==> src/rtl/usart_pkg.sv <==
package usart_pkg;
  localparam int DW = 8;
  localparam int CW = 8;
  localparam logic [CW-1:0] ONE = CW'(1);

  typedef enum logic [2:0] {S_IDLE, S_START, S_DATA, S_PAR, S_STOP} ser_state_e;

  typedef struct packed {
    logic [1:0] stop;
    logic       even;
    logic       par_en;
    logic [1:0] len;
    logic [1:0] div;
  } mode_t;

  function automatic logic [CW-1:0] bit_ticks(input logic [1:0] div);
    case (div)
      2'b10:   return CW'(16);
      2'b11:   return CW'(64);
      default: return CW'(1);
    endcase
  endfunction

  function automatic logic [CW-1:0] stop_ticks(input logic [1:0] div, input logic [1:0] stop);
    logic [CW-1:0] p;
    p = bit_ticks(div);
    case (stop)
      2'b10:   return p + (p >> 1);
      2'b11:   return p << 1;
      default: return p;
    endcase
  endfunction

  function automatic logic [3:0] char_bits(input logic [1:0] len);
    return 4'd5 + {2'b00, len};
  endfunction

  function automatic logic [DW-1:0] char_mask(input logic [DW-1:0] data, input logic [1:0] len);
    logic [1:0] sh;
    sh = ~len;
    return data & ({DW{1'b1}} >> sh);
  endfunction

  function automatic logic parity_of(input logic [DW-1:0] data, input logic [1:0] len,
                                     input logic even);
    logic p;
    p = ^char_mask(data, len);
    return even ? p : ~p;
  endfunction
endpackage

==> src/rtl/usart_ctrl.sv <==
module usart_ctrl
  import usart_pkg::*;
(
  input  logic          clk,
  input  logic          rst,
  input  logic          ctrl_wr,
  input  logic [DW-1:0] din,
  output mode_t         mode,
  output logic          tx_en,
  output logic          rx_en,
  output logic          brk,
  output logic          dtr,
  output logic          rts,
  output logic          err_clr,
  output logic          soft_rst
);
  logic expect_mode;
  logic cmd_wr;

  assign cmd_wr   = ctrl_wr && !expect_mode;
  assign err_clr  = cmd_wr && din[4];
  assign soft_rst = cmd_wr && din[6];

  always_ff @(posedge clk) begin
    if (rst) begin
      expect_mode <= 1'b1;
      mode  <= '0;
      tx_en <= 1'b0; rx_en <= 1'b0; brk <= 1'b0; dtr <= 1'b0; rts <= 1'b0;
    end else if (ctrl_wr) begin
      if (expect_mode) begin
        mode        <= mode_t'(din);
        expect_mode <= 1'b0;
      end else if (din[6]) begin
        expect_mode <= 1'b1;
        tx_en <= 1'b0; rx_en <= 1'b0; brk <= 1'b0; dtr <= 1'b0; rts <= 1'b0;
      end else begin
        tx_en <= din[0];
        dtr   <= din[1];
        rx_en <= din[2];
        brk   <= din[3];
        rts   <= din[5];
      end
    end
  end

  AST_MODE_HELD: assert property (@(posedge clk) disable iff (rst)
    cmd_wr |=> $stable(mode));
endmodule

==> src/rtl/usart_tx.sv <==
module usart_tx
  import usart_pkg::*;
(
  input  logic          clk,
  input  logic          clr,
  input  logic          tick,
  input  mode_t         mode,
  input  logic          tx_en,
  input  logic          cts_n,
  input  logic          brk,
  input  logic          data_wr,
  input  logic [DW-1:0] din,
  output logic          txd,
  output logic          buf_full,
  output logic          tx_empty
);
  ser_state_e    st;
  logic [DW-1:0] hold, shreg;
  logic          par_bit, line, last_bit;
  logic [CW-1:0] cnt, p;
  logic [2:0]    idx;

  assign p        = bit_ticks(mode.div);
  assign last_bit = ({1'b0, idx} == char_bits(mode.len) - 4'd1);

  always_ff @(posedge clk) begin
    if (clr) begin
      st <= S_IDLE; hold <= '0; shreg <= '0; par_bit <= 1'b0;
      cnt <= '0; idx <= '0; buf_full <= 1'b0;
    end else begin
      if (!tx_en) st <= S_IDLE;
      else if (tick) begin
        case (st)
          S_IDLE: if (buf_full && !cts_n) begin
            shreg    <= char_mask(hold, mode.len);
            par_bit  <= parity_of(hold, mode.len, mode.even);
            buf_full <= 1'b0;
            cnt      <= p - ONE;
            st       <= S_START;
          end
          S_START: if (cnt == '0) begin
            st <= S_DATA; idx <= '0; cnt <= p - ONE;
          end else cnt <= cnt - ONE;
          S_DATA: if (cnt == '0) begin
            if (last_bit) begin
              st  <= mode.par_en ? S_PAR : S_STOP;
              cnt <= mode.par_en ? p - ONE : stop_ticks(mode.div, mode.stop) - ONE;
            end else begin
              idx <= idx + 3'd1; shreg <= shreg >> 1; cnt <= p - ONE;
            end
          end else cnt <= cnt - ONE;
          S_PAR: if (cnt == '0) begin
            st <= S_STOP; cnt <= stop_ticks(mode.div, mode.stop) - ONE;
          end else cnt <= cnt - ONE;
          S_STOP: if (cnt == '0) st <= S_IDLE;
                  else cnt <= cnt - ONE;
          default: st <= S_IDLE;
        endcase
      end
      if (data_wr) begin
        hold <= din; buf_full <= 1'b1;
      end
    end
  end

  always_comb begin
    case (st)
      S_START: line = 1'b0;
      S_DATA:  line = shreg[0];
      S_PAR:   line = par_bit;
      default: line = 1'b1;
    endcase
  end

  assign txd      = brk ? 1'b0 : line;
  assign tx_empty = !buf_full && (st == S_IDLE);
endmodule

==> src/rtl/usart_rx.sv <==
module usart_rx
  import usart_pkg::*;
(
  input  logic          clk,
  input  logic          clr,
  input  logic          tick,
  input  logic [1:0]    div,
  input  logic [1:0]    len,
  input  logic          par_en,
  input  logic          even,
  input  logic          rx_en,
  input  logic          rxd,
  input  logic          data_rd,
  input  logic          err_clr,
  output logic [DW-1:0] rx_data,
  output logic          rx_ready,
  output logic          par_err,
  output logic          ovr_err,
  output logic          frm_err,
  output logic          brk_det,
  output logic          char_done
);
  ser_state_e    st;
  logic [DW-1:0] shreg;
  logic [CW-1:0] cnt, p, half;
  logic [2:0]    idx;
  logic          armed, all_low, par_rx, last_bit;

  assign p         = bit_ticks(div);
  assign half      = p >> 1;
  assign last_bit  = ({1'b0, idx} == char_bits(len) - 4'd1);
  assign char_done = rx_en && tick && (st == S_STOP) && (cnt == '0);

  always_ff @(posedge clk) begin
    if (clr) begin
      st <= S_IDLE; shreg <= '0; cnt <= '0; idx <= '0; armed <= 1'b0;
      all_low <= 1'b0; par_rx <= 1'b0; rx_data <= '0; rx_ready <= 1'b0;
      par_err <= 1'b0; ovr_err <= 1'b0; frm_err <= 1'b0; brk_det <= 1'b0;
    end else begin
      if (tick && rxd) armed <= 1'b1;
      if (rxd) brk_det <= 1'b0;
      if (err_clr) begin
        par_err <= 1'b0; ovr_err <= 1'b0; frm_err <= 1'b0;
      end
      if (data_rd) rx_ready <= 1'b0;
      if (!rx_en) st <= S_IDLE;
      else if (tick) begin
        case (st)
          S_IDLE: if (armed && !rxd) begin
            armed <= 1'b0; shreg <= '0; all_low <= 1'b1; idx <= '0;
            if (half == '0) begin st <= S_DATA;  cnt <= p - ONE;    end
            else            begin st <= S_START; cnt <= half - ONE; end
          end
          S_START: if (cnt == '0) begin
            if (!rxd) begin st <= S_DATA; cnt <= p - ONE; end
            else st <= S_IDLE;
          end else cnt <= cnt - ONE;
          S_DATA: if (cnt == '0) begin
            shreg[idx] <= rxd;
            if (rxd) all_low <= 1'b0;
            cnt <= p - ONE;
            if (last_bit) st <= par_en ? S_PAR : S_STOP;
            else idx <= idx + 3'd1;
          end else cnt <= cnt - ONE;
          S_PAR: if (cnt == '0) begin
            par_rx <= rxd;
            if (rxd) all_low <= 1'b0;
            st <= S_STOP; cnt <= p - ONE;
          end else cnt <= cnt - ONE;
          S_STOP: if (cnt == '0) begin
            st       <= S_IDLE;
            rx_data  <= shreg;
            rx_ready <= 1'b1;
            if (rx_ready && !data_rd) ovr_err <= 1'b1;
            if (!rxd) frm_err <= 1'b1;
            if (par_en && (par_rx != parity_of(shreg, len, even))) par_err <= 1'b1;
            if (all_low && !rxd) brk_det <= 1'b1;
          end else cnt <= cnt - ONE;
          default: st <= S_IDLE;
        endcase
      end
    end
  end

  AST_RXRDY_CLEAR: assert property (@(posedge clk) disable iff (clr)
    (data_rd && !char_done) |=> !rx_ready);
  AST_OVERRUN_SET: assert property (@(posedge clk) disable iff (clr)
    (char_done && rx_ready && !data_rd) |=> ovr_err);
  AST_BRK_RELEASE: assert property (@(posedge clk) disable iff (clr)
    rxd |=> !brk_det);
endmodule

==> src/rtl/usart_core.sv <==
module usart_core
  import usart_pkg::*;
(
  input  logic          clk,
  input  logic          rst,
  input  logic          cs_n,
  input  logic          rd_n,
  input  logic          wr_n,
  input  logic          cmd_sel,
  input  logic [DW-1:0] din,
  output logic [DW-1:0] dout,
  input  logic          baud_tick,
  input  logic          rxd,
  input  logic          cts_n,
  output logic          txd,
  output logic          tx_ready,
  output logic          tx_empty,
  output logic          rx_ready,
  output logic          brk_det,
  output logic          dtr_n,
  output logic          rts_n
);
  logic wr_q, rd_q, wr_lead, rd_lead;
  logic data_wr, ctrl_wr, data_rd;
  mode_t mode;
  logic tx_en, rx_en, brk, dtr, rts, err_clr, soft_rst, clr;
  logic buf_full, par_err, ovr_err, frm_err, char_done;
  logic [DW-1:0] rx_data, status;

  always_ff @(posedge clk) begin
    if (rst) begin
      wr_q <= 1'b1; rd_q <= 1'b1;
    end else begin
      wr_q <= wr_n; rd_q <= rd_n;
    end
  end

  assign wr_lead = !cs_n && !wr_n && wr_q;
  assign rd_lead = !cs_n && !rd_n && rd_q;
  assign data_wr = wr_lead && !cmd_sel;
  assign ctrl_wr = wr_lead && cmd_sel;
  assign data_rd = rd_lead && !cmd_sel;
  assign clr     = rst || soft_rst;

  usart_ctrl u_ctrl (
    .clk(clk), .rst(rst), .ctrl_wr(ctrl_wr), .din(din), .mode(mode),
    .tx_en(tx_en), .rx_en(rx_en), .brk(brk), .dtr(dtr), .rts(rts),
    .err_clr(err_clr), .soft_rst(soft_rst)
  );

  usart_tx u_tx (
    .clk(clk), .clr(clr), .tick(baud_tick), .mode(mode), .tx_en(tx_en),
    .cts_n(cts_n), .brk(brk), .data_wr(data_wr), .din(din),
    .txd(txd), .buf_full(buf_full), .tx_empty(tx_empty)
  );

  usart_rx u_rx (
    .clk(clk), .clr(clr), .tick(baud_tick), .div(mode.div), .len(mode.len),
    .par_en(mode.par_en), .even(mode.even), .rx_en(rx_en), .rxd(rxd),
    .data_rd(data_rd), .err_clr(err_clr), .rx_data(rx_data),
    .rx_ready(rx_ready), .par_err(par_err), .ovr_err(ovr_err),
    .frm_err(frm_err), .brk_det(brk_det), .char_done(char_done)
  );

  assign status   = {1'b0, brk_det, frm_err, ovr_err, par_err, tx_empty, rx_ready, !buf_full};
  assign dout     = cmd_sel ? status : rx_data;
  assign tx_ready = !buf_full && tx_en && !cts_n;
  assign dtr_n    = !dtr;
  assign rts_n    = !rts;

  AST_TXD_MARK: assert property (@(posedge clk) disable iff (clr)
    (!tx_en && $past(!tx_en) && !brk) |-> txd);
  AST_BREAK_LOW: assert property (@(posedge clk) disable iff (rst)
    brk |-> !txd);
  AST_TXRDY_CLEAR: assert property (@(posedge clk) disable iff (rst)
    data_wr |=> (!tx_ready && !status[0]));
  AST_TXE_CLEAR: assert property (@(posedge clk) disable iff (rst)
    data_wr |=> !tx_empty);
endmodule

==> config.mk <==
export PLATFORM = sky130hd
export DESIGN_NAME = usart_core
export DESIGN_NICKNAME = d
export VERILOG_FILES = /design/src/rtl/usart_pkg.sv /design/src/rtl/usart_ctrl.sv /design/src/rtl/usart_tx.sv /design/src/rtl/usart_rx.sv /design/src/rtl/usart_core.sv
export SDC_FILE = /design/constraint.sdc
export NUM_CORES = 1
export LEC_CHECK = 0
export CAP_MARGIN = 10
export CORE_MARGIN = 1
export CORE_UTILIZATION = 35
export CTS_BUF_LIST = sky130_fd_sc_hd__clkbuf_8 sky130_fd_sc_hd__clkbuf_16
export DETAILED_ROUTE_END_ITERATION = 8
export PLACE_DENSITY = 0.51
export SLEW_MARGIN = 15
export SYNTH_ARGS = -nofsm -noshare
export SYNTH_HDL_FRONTEND = slang
export SYNTH_HIERARCHICAL = 1
export SYNTH_SLANG_ARGS = --single-unit
==> constraint.sdc <==
create_clock -name clk -period 2.95 [get_ports clk]
set_input_delay 0.885 -clock clk [delete_from_list [all_inputs] [get_ports clk]]
set_output_delay 0.885 -clock clk [all_outputs]
set_load 0.01 [all_outputs]
Word-level counts from Yosys, hierarchy flattened:

Cells that the tools add are included.

* $add $sub $neg: 12
* $lt $le $gt $ge: 2
* equality and inequality tests: 34
* shift-type cells: 1
* multiplexer cells: 129
* bitwise logic cells: 8
* reductions and logical operators: 67

Operator list (count)
* 8-bit 2-to-1 mux: 41
* 8-bit case mux with 2 select lines: 4
* 3-bit 2-to-1 mux: 18
* 1-bit 2-to-1 mux: 53
* 8-bit case mux with 5 select lines: 1
* 8-bit case mux with 4 select lines: 1
* 8-bit by 1-bit subtractor with 8-bit output, second input constant: 4
* 3-bit case mux with 5 select lines: 2
* 6-bit AND reduction: 5
* 2-bit by 1-bit inequality test with 1-bit output, second input constant: 13
* 8-bit logical NOT: 3
* 1-bit logical AND: 20
* 8-bit by 7-bit adder with 8-bit output: 2
* 8-bit AND: 2
* 4-bit AND reduction: 4
* 2-bit nonzero test: 8
* 8-bit parity: 2
* 7-bit case mux with 2 select lines: 1
* 7-bit AND reduction: 2
* 3-bit by 2-bit == test with 1-bit output, second input constant: 4
* 3-bit case mux with 2 select lines: 2
* 1-bit logical NOT: 11
* 2-bit inequality test, second input constant: 5
* 5-bit AND reduction: 2
* 27 further kinds: 43

* bits in registers: 86
* bits of input ports: 17
* word-level logic and storage cells: 286

Depth between registers and ports, before layout:

* depth in word-level cells: 22
* mapped depth: 11

Hierarchy:

Netlist, hierarchy kept.

By module, submodules not included
* usart_rx: times used 1, cells an instance 284, area each 2255.9 µm², sequential area each 760.7 µm²
* usart_tx: times used 1, cells an instance 249, area each 1989.4 µm², sequential area each 640.6 µm²
* usart_ctrl: times used 1, cells an instance 63, area each 549.3 µm², sequential area each 280.3 µm²
* usart_core: times used 1, cells an instance 21, area each 245.2 µm², sequential area each 40.0 µm²

Least setup slack after synthesis:

Ideal clock, no wire load.

* path kind: in2reg
* from: in cmd_sel
* to: reg u_rx.st[0]
* data arrival time: 2606 ps
* setup slack: 257 ps
* stages: 11
* buffers on the path: 2
* cell sequence: buf_6 > and4bb_2 > nor2b_4 > and2_4 > or2_2 > buf_4 > inv_1 > nand2_1 > nor4_1 > nand2_1 > o31ai_1

* longest elaborated chain between the ends: 5

Ends and longest elaborated chain
* start, declared: line usart_core.sv:9 `input logic cmd_sel,`
* 1-bit logical AND: line usart_core.sv:41 `assign ctrl_wr = wr_lead && cmd_sel;`
* net ctrl_wr: line usart_core.sv:24 `logic data_wr, ctrl_wr, data_rd;`
* 1-bit logical AND: line usart_ctrl.sv:20 `assign cmd_wr = ctrl_wr && !expect_mode;`
* 1-bit logical AND: line usart_ctrl.sv:22 `assign soft_rst = cmd_wr && din[6];`
* net soft_rst: line usart_core.sv:26 `logic tx_en, rx_en, brk, dtr, rts, err_clr, soft_rst, clr;`
* 1-bit logical OR: line usart_core.sv:43 `assign clr = rst || soft_rst;`
* net clr: line usart_core.sv:26
* 2-bit OR reduction (no source line)
* end signal, assigned: line usart_rx.sv:62 `if (last_bit) st <= par_en ? S_PAR : S_STOP;`
* end, declared: line usart_rx.sv:23 `ser_state_e st;`

The timed path passes the listed nets, and every way through them passes these cells.
A chain may end at the register's enable or synchronous reset.

Worst setup path after layout:

* from: in cmd_sel
* to: out dout[7]

* longest elaborated chain between the ends: 1

Ends and longest elaborated chain
* 8-bit 2-to-1 mux: line usart_core.sv:66 `assign dout = cmd_sel ? status : rx_data;`
* end, declared: line usart_core.sv:11 `output logic [DW-1:0] dout,`

Every way passes these cells.

==> results_dict.tcl <==
set metrics [dict create \
    synth-edff-count 0 \
    fmax_mhz 346.0 \
    dpl-instance-area_um2 5719 \
    finalHoldViolations 0 \
    layout_common_cells "dfxtp_1, nand2_1, a21oi_1" \
    peakVddDrop_mv 0.2490 \
    clockBufferDepth 2 \
    leakagePower_nw 2.097 \
    slew_headroom_pct 53.08 \
    crit_path_end_kind "primary output" \
    grt_max_degree 21 \
    post-route-period-util_pct 97.99 \
    first_pass_iters 5 \
    rsz0062_at_grt "false" \
    syn_nets 639 \
    path_cells "dlygate4sd2_1 > buf_6 > and2b_2 > clkdlybuf4s50_1" \
    nets 691 \
    layout_commonest_cell "dfxtp_1" \
    crit_type "input pin to primary output" \
    numCtsBuffers 9 \
    syn2layout_area_growth_pct 19.09 \
    num_antenna_cells 0 \
    crit_required_ns 2.07 \
    ys_ff_latch 86 \
    status "completed" \
    p_total_mw 2.436 \
    yosysUniqueCellTypes 90 \
    cts-root-buf "clkbuf_16" \
    min_period_ns 2.891 \
    antenna_found_initial 0 \
    slew_violations 0 \
    min_delay_path_depth 2 \
    post-place-ws_ns -0.2658 \
    die_area_um2 14880 \
    clock-skew-final_ns 0.01291 \
    port_buffers 31 \
    dp_hpwl_um 10190 \
    chipHeight_um 122 \
    clock_sinks 86 \
    vias_per_cell 5.473 \
    start_util_pct 36.03 \
    critPathSlowestCell "clkdlybuf4s50_1" \
    grt_util_all_layers_pct 19.54 \
    core_region_area_um2 13990 \
    antenna_left 0 \
    clk_latency_ns 0.35 \
    drive_gt1_share_pct 15.13 \
    start_kind "input pin" \
    seq_area_frac_synth_pct 34.16 \
    ioPinCount 32 \
    wl_per_cell_um 15.98 \
    post_cts_buffers 0 \
    rows 43 \
    tightest_slew_ns 0.7029 \
    finalSetupViolations 0 \
    via_count 4674 \
    place_congestion 0.8061 \
    final_area_um2 6002 \
    synthCells 617 \
    worstPathArrival_ns 2.01 \
    grt_pass1_vias 4333 \
    wl_um 13650 \
    drt_iter0_drc 308 \
    path_clk_slew_ns 0.06 \
    syn_avg_cell_area_um2 8.168 \
    ys_top_cells_by_area "dfxtp_1, a21oi_1, nand2_1, nor2_1, mux2i_1" \
    fillerInstances 1436 \
    crit_path_max_incr_delay_ns 0.52 \
    yosys_warnings 6 \
    synth_top_area_share_pct 34.16 \
    maxCapViolations 0 \
    grt_pass1_wl_um 22810 \
    fin_ws_ns 0.05943 \
    cp_max_fo 5 \
    holdWs_ns 0.4543 \
    drc 0 \
    worstRegToRegCells 8 \
    htree_levels 3 \
    hold_path_class "flip-flop to flip-flop" \
    die-width_um 122 \
    yosysTopAreaCell "dfxtp_1" \
    async_flop_share_pct 0 \
    pwr_density_cell_nw_per_um2 405.8 \
    overflow 0 \
    synth_ff_type "dfxtp_1" \
    cts_tree "built" \
    syn_area_um2 5040 \
]
[flip-flops by register name, indices dropped and copies added (netlist names), 3 cells and up]
register and flops:
u_ctrl/mode 8, u_rx/shreg 8, u_tx/hold 8, u_tx/idx 3
u_tx/shreg 8, u_tx/st 3, u_tx/cnt 8, u_rx/idx 3
u_rx/rx_data 8, u_rx/st 3, u_rx/cnt 8
[area by class of cell]
class                           count  area (um^2)  area share, %
Clock buffer                        9        225.2          3.752
Clock inverter                      7        56.30         0.9381
Inverter                           20        75.07          1.251
Multi-Input combinational cell    479         3052          50.84
Sequential cell                    86         1722          28.68
Tap cell                          180        225.2          3.752
Timing Repair Buffer               73        646.9          10.78
[report_power, final]
part	switching, mW	internal, mW
Combinational	0.0751	0.0742
Sequential	0.0144	1.17
Clock	0.520	0.581
[path summary, 6_finish.rpt]
path,start,to,slack (ns)
setup reg to reg,u_tx/cnt[0]$_SDFFE_PP0P_,u_tx/shreg[3]$_SDFFE_PP0P_,0.51
setup / recovery,cmd_sel,dout[7],0.06
hold reg to reg,u_rx/rx_data[6]$_SDFFE_PP0P_,u_rx/rx_data[6]$_SDFFE_PP0P_,0.45
hold / removal,u_rx/rx_data[6]$_SDFFE_PP0P_,u_rx/rx_data[6]$_SDFFE_PP0P_,0.45
[cells by family after synthesis]
kind of cell | count (synthesis) | synth area share [%]
buffers and inverters | 52 | 5.387
AND/OR/NAND/NOR | 263 | 28.67
adder cells (fa/ha/maj) | 5 | 1.241
flip-flops | 86 | 34.16
multiplexers | 21 | 4.692
AO/OA/AOI/OAI | 167 | 21.57
XOR/XNOR | 23 | 4.270
[cells in the mapped netlist (8+ instances only)]
cell type	count
mux2i_1	15
a21oi_1	70
nand2_1	77
xnor2_1	15
clkbuf_1	13
nand4_1	11
nand2b_1	10
nor4_1	8
o21ai_0	30
a311oi_1	10
nand3_1	20
dfxtp_1	86
nor2_1	56
nor3_1	8
inv_1	19
nor2b_1	12
[what timing repair did]
item,in CTS,in global routing
resized for setup,11,1
hold buffers,0,0
endpoints found under the setup margin,9,1
[metal layers]
metal	wire length [um]	GRT usage, %	vias up
met4	180	6.096	0
met2	5928	28.64	109
met5	0	0	-
met1	6960	28.57	2205
li1	-	-	2345
met3	581	3.558	15
[worst max-delay path, delay by kind of cell]
kind	cells	cell delay (ns)
buf+inv	3	0.92
simple gates	1	0.19
[stage by stage]
| stage | utilization, % | setup TNS, ns | instances |
|---|---|---|---|
| 5_1_grt | 42.91 | 0 | 854 |
| 3_3_place_gp | 40.89 | -3.676 | 838 |
| 2_1_floorplan | - | 0 | 617 |
| 3_5_place_dp | 40.89 | -4.279 | 838 |
| 4_1_cts | 42.87 | 0 | 854 |
| 6_report | 42.91 | 0 | 854 |
(Power assumes the default switching activity.)
